--- src/rtl/fuse_acc_pkg.sv ---
package fuse_acc_pkg;

    localparam int PAGE_W = 4;
    localparam int ROW_W  = 8;
    localparam int COL_W  = 5;
    localparam int ROWS_W = PAGE_W + ROW_W;
    localparam int BIT_W  = ROWS_W + COL_W;
    localparam int DATA_W = 1 << COL_W;

    typedef enum logic [2:0] {
        ST_IDLE,
        ST_PG_LOOK,
        ST_PG_SET,
        ST_PG_DONE,
        ST_RD_ROW,
        ST_RD_DONE
    } fsm_e;

    typedef struct packed {
        logic             valid;
        logic [ROW_W-1:0] row;
        logic [COL_W-1:0] col;
    } lock_ref_t;

    // Lock fuse guarding a target bit; all lock fuses live on page 0.
    function automatic lock_ref_t lock_of(input logic [PAGE_W-1:0] pg,
                                          input logic [ROW_W-1:0]  rw,
                                          input logic [COL_W-1:0]  cl);
        lock_ref_t r;
        r = '{valid: 1'b1, row: 8'd43, col: 5'd0};
        if (pg == 0) begin
            if (rw == 8'd4)                       r = '{1'b1, 8'd4, 5'd31};
            else if (rw >= 8'd8  && rw <= 8'd11)  r.col = 5'd27;
            else if (rw >= 8'd12 && rw <= 8'd19)  r.col = 5'd11;
            else if (rw >= 8'd20 && rw <= 8'd27)  r.col = 5'd13;
            else if (rw >= 8'd28 && rw <= 8'd35)  r.col = 5'd15;
            else if (rw == 8'd37)                 r.col = 5'd28;
            else if (rw >= 8'd64 && rw <= 8'd71)  r.col = 5'd6;
            else if (rw >= 8'd72 && rw <= 8'd79)  r.col = 5'd7;
            else if (rw >= 8'd80 && rw <= 8'd87)  r.col = 5'd8;
            else                                  r.valid = 1'b0;
        end else if (pg == 4'd2 && rw >= 8'd129 && !(rw == 8'd255 && cl > 5'd27)) begin
            r.col = 5'd16;
        end else begin
            r.valid = 1'b0;
        end
        return r;
    endfunction

endpackage

--- src/rtl/fuse_lock_map.sv ---
module fuse_lock_map
    import fuse_acc_pkg::*;
(
    input  logic [BIT_W-1:0] tgt_addr,
    input  logic             prog_en,
    input  logic             sticky,
    output logic             hard_refuse,
    output logic             need_fuse,
    output logic [BIT_W-1:0] fuse_addr
);
    logic [PAGE_W-1:0] pg;
    logic [ROW_W-1:0]  rw;
    logic [COL_W-1:0]  cl;
    lock_ref_t         ref_s;

    assign {pg, rw, cl} = tgt_addr;
    assign ref_s        = lock_of(pg, rw, cl);

    always_comb begin
        hard_refuse = !prog_en ||
                      (sticky && pg == '0 && rw >= 8'd44 && rw <= 8'd51);
        need_fuse   = ref_s.valid;
        fuse_addr   = {{PAGE_W{1'b0}}, ref_s.row, ref_s.col};
    end
endmodule

--- src/rtl/fuse_read_guard.sv ---
module fuse_read_guard
    import fuse_acc_pkg::*;
(
    input  logic [ROWS_W-1:0] row_addr,
    input  logic [DATA_W-1:0] row_in,
    output logic              blocked,
    output logic [DATA_W-1:0] row_out
);
    logic [PAGE_W-1:0] pg;
    logic [ROW_W-1:0]  rw;

    assign {pg, rw}  = row_addr;
    assign blocked   = (pg == '0) && (rw >= 8'd12) && (rw <= 8'd35);
    assign row_out   = blocked ? '0 : row_in;
endmodule

--- src/rtl/fuse_access_ctrl.sv ---
module fuse_access_ctrl
    import fuse_acc_pkg::*;
#(
    parameter int TBIT_N   = 3,
    parameter int TBIT_COL = 28
) (
    input  logic                clk,
    input  logic                rst_n,
    input  logic                prog_en,
    input  logic                lock_set,
    input  logic                pgm_req,
    input  logic [BIT_W-1:0]    pgm_addr,
    input  logic                rd_req,
    input  logic [ROWS_W-1:0]   rd_addr,
    output logic                busy,
    output logic                ev_pgm_done,
    output logic                ev_pgm_err,
    output logic                ev_rd_done,
    output logic                ev_rd_err,
    output logic [DATA_W-1:0]   rd_data,
    output logic [TBIT_N-1:0]   tbit_status,
    output logic [BIT_W-1:0]    arr_bit_addr,
    input  logic                arr_bit_val,
    output logic                arr_set_en,
    output logic [BIT_W-1:0]    arr_set_addr,
    input  logic                arr_set_ok,
    output logic [ROWS_W-1:0]   arr_row_addr,
    input  logic [DATA_W-1:0]   arr_row_data,
    input  logic [TBIT_N-1:0]   tbit_check
);
    fsm_e              st_q, st_d;
    logic [BIT_W-1:0]  pa_q;
    logic [ROWS_W-1:0] ra_q;
    logic              refuse_q, err_q, rblk_q, sticky_q;
    logic [DATA_W-1:0] rdat_q;
    logic [TBIT_N-1:0] tbit_q;

    logic              hard_refuse, need_fuse, rd_blocked;
    logic [BIT_W-1:0]  fuse_addr;
    logic [DATA_W-1:0] row_guarded;

    fuse_lock_map u_lock (
        .tgt_addr    (pa_q),
        .prog_en     (prog_en),
        .sticky      (sticky_q),
        .hard_refuse (hard_refuse),
        .need_fuse   (need_fuse),
        .fuse_addr   (fuse_addr)
    );

    fuse_read_guard u_rguard (
        .row_addr (ra_q),
        .row_in   (arr_row_data),
        .blocked  (rd_blocked),
        .row_out  (row_guarded)
    );

    // State register
    always_ff @(posedge clk or negedge rst_n) begin
        if (!rst_n) st_q <= ST_IDLE;
        else        st_q <= st_d;
    end

    // Next state
    always_comb begin
        st_d = st_q;
        unique case (st_q)
            ST_IDLE: begin
                if (pgm_req)     st_d = ST_PG_LOOK;
                else if (rd_req) st_d = ST_RD_ROW;
            end
            ST_PG_LOOK: st_d = ST_PG_SET;
            ST_PG_SET:  st_d = ST_PG_DONE;
            ST_PG_DONE: st_d = ST_IDLE;
            ST_RD_ROW:  st_d = ST_RD_DONE;
            ST_RD_DONE: st_d = ST_IDLE;
            default:    st_d = ST_IDLE;
        endcase
    end

    // Datapath registers
    always_ff @(posedge clk or negedge rst_n) begin
        if (!rst_n) begin
            pa_q     <= '0;
            ra_q     <= '0;
            refuse_q <= 1'b0;
            err_q    <= 1'b0;
            rblk_q   <= 1'b0;
            rdat_q   <= '0;
            sticky_q <= 1'b0;
            tbit_q   <= '0;
        end else begin
            sticky_q <= sticky_q | lock_set;
            unique case (st_q)
                ST_IDLE: begin
                    if (pgm_req)     pa_q <= pgm_addr;
                    else if (rd_req) ra_q <= rd_addr;
                end
                ST_PG_LOOK: refuse_q <= hard_refuse || (need_fuse && arr_bit_val);
                ST_PG_SET:  err_q    <= refuse_q || !arr_set_ok;
                ST_PG_DONE: begin
                    if (!err_q && pa_q[COL_W-1:0] >= COL_W'(TBIT_COL))
                        tbit_q <= tbit_check;
                end
                ST_RD_ROW: begin
                    rdat_q <= row_guarded;
                    rblk_q <= rd_blocked;
                end
                default: ;
            endcase
        end
    end

    // Outputs
    always_comb begin
        ev_pgm_done  = 1'b0;
        ev_pgm_err   = 1'b0;
        ev_rd_done   = 1'b0;
        ev_rd_err    = 1'b0;
        arr_set_en   = 1'b0;
        arr_bit_addr = fuse_addr;
        arr_set_addr = pa_q;
        arr_row_addr = ra_q;
        unique case (st_q)
            ST_PG_SET:  arr_set_en = !refuse_q;
            ST_PG_DONE: begin
                ev_pgm_done = 1'b1;
                ev_pgm_err  = err_q;
            end
            ST_RD_DONE: begin
                ev_rd_done = 1'b1;
                ev_rd_err  = rblk_q;
            end
            default: ;
        endcase
    end

    assign busy        = (st_q != ST_IDLE);
    assign rd_data     = rdat_q;
    assign tbit_status = tbit_q;
endmodule

--- config.mk ---
export PLATFORM = sky130hd
export DESIGN_NAME = fuse_access_ctrl
export DESIGN_NICKNAME = d
export VERILOG_FILES = /design/src/rtl/fuse_acc_pkg.sv /design/src/rtl/fuse_lock_map.sv /design/src/rtl/fuse_read_guard.sv /design/src/rtl/fuse_access_ctrl.sv
export SDC_FILE = /design/constraint.sdc
export NUM_CORES = 1
export LEC_CHECK = 0
export BUFFER_PORTS_ARGS = -buffer_cell sky130_fd_sc_hd__buf_2
export CAP_MARGIN = 25
export CORE_MARGIN = 4
export CORE_UTILIZATION = 46
export CTS_BUF_LIST = sky130_fd_sc_hd__clkbuf_16
export DETAILED_ROUTE_END_ITERATION = 12
export PLACE_DENSITY = 0.85
export SLEW_MARGIN = 20
export SYNTH_ARGS = -nofsm -noshare
export SYNTH_HDL_FRONTEND = slang
export SYNTH_SLANG_ARGS = --single-unit
--- constraint.sdc ---
create_clock -name clk -period 2 [get_ports clk]
set_input_delay 0 -clock clk [delete_from_list [all_inputs] [get_ports clk]]
set_output_delay 0 -clock clk [all_outputs]
set_load 0.05 [all_outputs]
==> reports/results.ini <==
[logic_synthesis]
synth.distinct_cells=46
syn_avg_cell_area_um2=12.5
yosys_warnings=0
synthesis.area_mm2=0.00319
synth_edf_count=0
postSynthCellCount=255
synth_top_flop_cell=sky130_fd_sc_hd__dfrtp_1
post_synth_arst_share_pct=100
register_bit_count_reported_by_yosys=71
synth_sequential_area_ratio_pct=55.7

[critical_path]
max_stage_delay_ps=410
ff2ff_path_depth=4
path_depth=5
r2r-end=rd_data[4]$_DFFE_PN0N_
worstPathMaxFanout=3
timing.critical_path.mode_cell=sky130_fd_sc_hd__or3_4
timing.critical_path.to_type=primary output
critPathCapture=arr_bit_addr[1]
timing.rr.start=arr_row_addr[4]$_DFFE_PN0P_
reg2reg_slack_ps=120
critPathRequiredTime_ps=2000
timing.critical_path.arrival_ps=2110
worst_path_max_delay_cell=sky130_fd_sc_hd__or3_4
critical-path-top-delay-family=simple AND/OR/NAND/NOR gates
critPathBufInv=2
startpoint_type=flip-flop
crit_start=arr_set_addr[15]$_DFFE_PN0P_
critical_path.cell_chain=or3_4 > or3_4 > buf_4 > o31ai_4 > buf_6
kind_of_critical_path=flip-flop to primary output

[floorplan]
placementRows=30
design.die.area_mm2=0.00833
die_h_um=91.3
fp.coreArea_mm2=0.00676
die_w_um=91.3
initial_utilization_pct=47.2
pin_count=159

[cts]
clkSinkCount=71
clock_latency_ps=330
cts_made_buffers=9
htree_levels=3
cts_root_buf=sky130_fd_sc_hd__clkbuf_16
clockBufferDepth=2
tritoncts_clock_tree=done
clock_pin_slew_of_the_registers_on_the_worst_case_setup_and_hold_paths_ps=60

[finish]
final.fill_count=406
antennaDiodeCount=0
area_delta_synth_final_pct=60.2
final_layout_size_suffix_gt1_share_pct=48.5
final_core_utilization_pct=75.7
nets=549
layout.cells.most_common=sky130_fd_sc_hd__buf_2
final_cell_mix=sky130_fd_sc_hd__buf_2 (141), sky130_fd_sc_hd__dlygate4sd3_1 (67), sky130_fd_sc_hd__dfrtp_1 (63), sky130_fd_sc_hd__a22o_1 (32), sky130_fd_sc_hd__mux2_2 (31)

[sta]
timing_worst_slew_pin_value_ps=660
report.final.setup_viol=7
report.final.slew_viol_count=0
max_freq_mhz=474
timing.setup.tns_ps=-485
timing.clock.skew_ps=13.5
fin_ws_ps=-111
final_hold_viol_count=0
setup_repair_after_global_routing_missed_its_margin=yes
timing.final.crit_share_pct=106
timing.final.crit_period_ps=2110
timing.max_slew.rel_slack_pct=56.0

[placement]
dpl.hpwl_um=6240
routabilityCongestion=0.848
io_buffers=151

[hold_path]
min_delay_path_depth=3
min_path_type=input port to flip-flop

[drt]
drc=0
antenna_left=0
route.vias.total=3084
via_density=5.49
avgRoutedWirePerCell_um=19.6
first_pass_drt_iterations=4
drt_first_iter_violations=116
finalWirelength_um=11000

[run_status]
outcome=finished with violations
failed_checks=setup timing

[global_route]
grt_pass1_wl_um=16900
maximum_number_of_pins_on_one_net_before_global_route_repair=34
first_global_vias=3277
number_of_antenna_violations_at_the_first_check_in_global_routing=0
grt_overflow=0
grt.total_usage_pct=25.8

[power_and_ir_drop]
max-vdd-ir-drop_mv=1.47
static-leakage-power_nw=2.45
powerDensity_mw_per_mm2=1860

[run]
cap_viol_max_count=0

worst register-to-register path: stages, from the launching register on:
cell	delay [ps]
sky130_fd_sc_hd__dfrtp_1	410
sky130_fd_sc_hd__or4b_1	560
sky130_fd_sc_hd__o21ai_2	160
sky130_fd_sc_hd__a31oi_4	300
sky130_fd_sc_hd__a22o_1	310
Yosys cell counts, types with 4 or more instances:
cell type                   n  area (µm²)
sky130_fd_sc_hd__mux2_2    31         349
sky130_fd_sc_hd__nand2_1    7        26.3
sky130_fd_sc_hd__buf_6      5        56.3
sky130_fd_sc_hd__nor2b_1    4        25.0
sky130_fd_sc_hd__o21ai_0    5        25.0
sky130_fd_sc_hd__a22o_1    32         280
sky130_fd_sc_hd__nor2_1    10        37.5
sky130_fd_sc_hd__a21oi_1    7        35.0
sky130_fd_sc_hd__nor3_1     5        25.0
sky130_fd_sc_hd__buf_2      4        20.0
sky130_fd_sc_hd__dfrtp_1   71        1780
sky130_fd_sc_hd__inv_1      5        18.8
sky130_fd_sc_hd__nor3b_1    4        30.0
sky130_fd_sc_hd__clkbuf_1   6        22.5
sky130_fd_sc_hd__buf_4     11        82.6
sky130_fd_sc_hd__and2_1     5        31.3
cell families after synthesis:
logic type             count (synthesis)  share of synthesized area (%)
multiplexers                          31                           10.9
AND/OR/NAND/NOR                       59                           11.6
XOR/XNOR                               1                          0.275
other                                  1                          0.118
AO/OA/AOI/OAI                         60                           15.0
buffers and inverters                 32                           6.39
flip-flops                            71                           55.7
through the flow:
stage	power, W	hold slack, ps	instances	setup WS, ps	cell area, µm²
6_report	0.00950	17.6	562	-111	5110
5_1_grt	0.00991	11.2	562	-168	5110
4_1_cts	0.00919	4.19	559	-100	5010
3_5_place_dp	0.00756	67.1	472	143	3980
3_3_place_gp	0.00744	60.5	472	208	3980
2_1_floorplan	0.00641	-296	261	-445	3250
cell type report:
cell class / count / area, µm² / area share [%]
inverter: 6 / 36.3 / 0.710
tap: 80 / 100 / 1.96
timing repair buffer: 230 / 1620 / 31.7
multi-input combinational: 159 / 1300 / 25.4
clock inverter: 7 / 48.8 / 0.954
clock buffer: 9 / 225 / 4.41
sequential: 71 / 1790 / 34.9
power by group:
part	total [W]	internal [W]	switching, W
Combinational	0.00521	0.00158	0.00363
Sequential	0.00281	0.00212	0.000694
Clock	0.00148	0.000839	0.000639
flip-flops by register name, summed over array words and instances (netlist names):
name and cells:
rd_data 32, arr_set_addr 17, arr_row_addr 12, st_q 3, tbit_status 3, err_q 1, rblk_q 1, refuse_q 1
sticky_q 1
per-layer routing:
| metal | vias to the layer above | global-route usage, % | routed length (µm) |
|---|---|---|---|
| li1 | 1369 | - | - |
| met2 | 220 | 43.3 | 5610 |
| met1 | 1470 | 31.5 | 4050 |
| met5 | - | 0 | 0 |
| met4 | 0 | 8.92 | 270 |
| met3 | 25 | 7.95 | 1100 |
timing repair:
| item | in CTS | in global routing |
|---|---|---|
| hold buffers | 67 | 0 |
| gates cloned | 0 | 1 |
| resized for setup | 19 | 21 |
| endpoints found under the hold margin | 92 | 0 |
| pin swaps | 3 | 1 |
| buffers inserted | 4 | 2 |
| endpoints found under the setup margin | 8 | 11 |
worst min-delay path by stage:
stage,from,endpoint,slack [ps]
after floorplan,rst_n,arr_row_addr[0]$_DFFE_PN0P_,-300
after global placement,rst_n,arr_row_addr[2]$_DFFE_PN0P_,60
after detailed placement,rst_n,arr_row_addr[2]$_DFFE_PN0P_,70
after CTS,arr_bit_val,refuse_q$_DFFE_PN0N_,4
after global routing,arr_bit_val,refuse_q$_DFFE_PN0N_,10
final,arr_bit_val,refuse_q$_DFFE_PN0N_,20
Note: power is estimated with default switching activity, not from simulation.
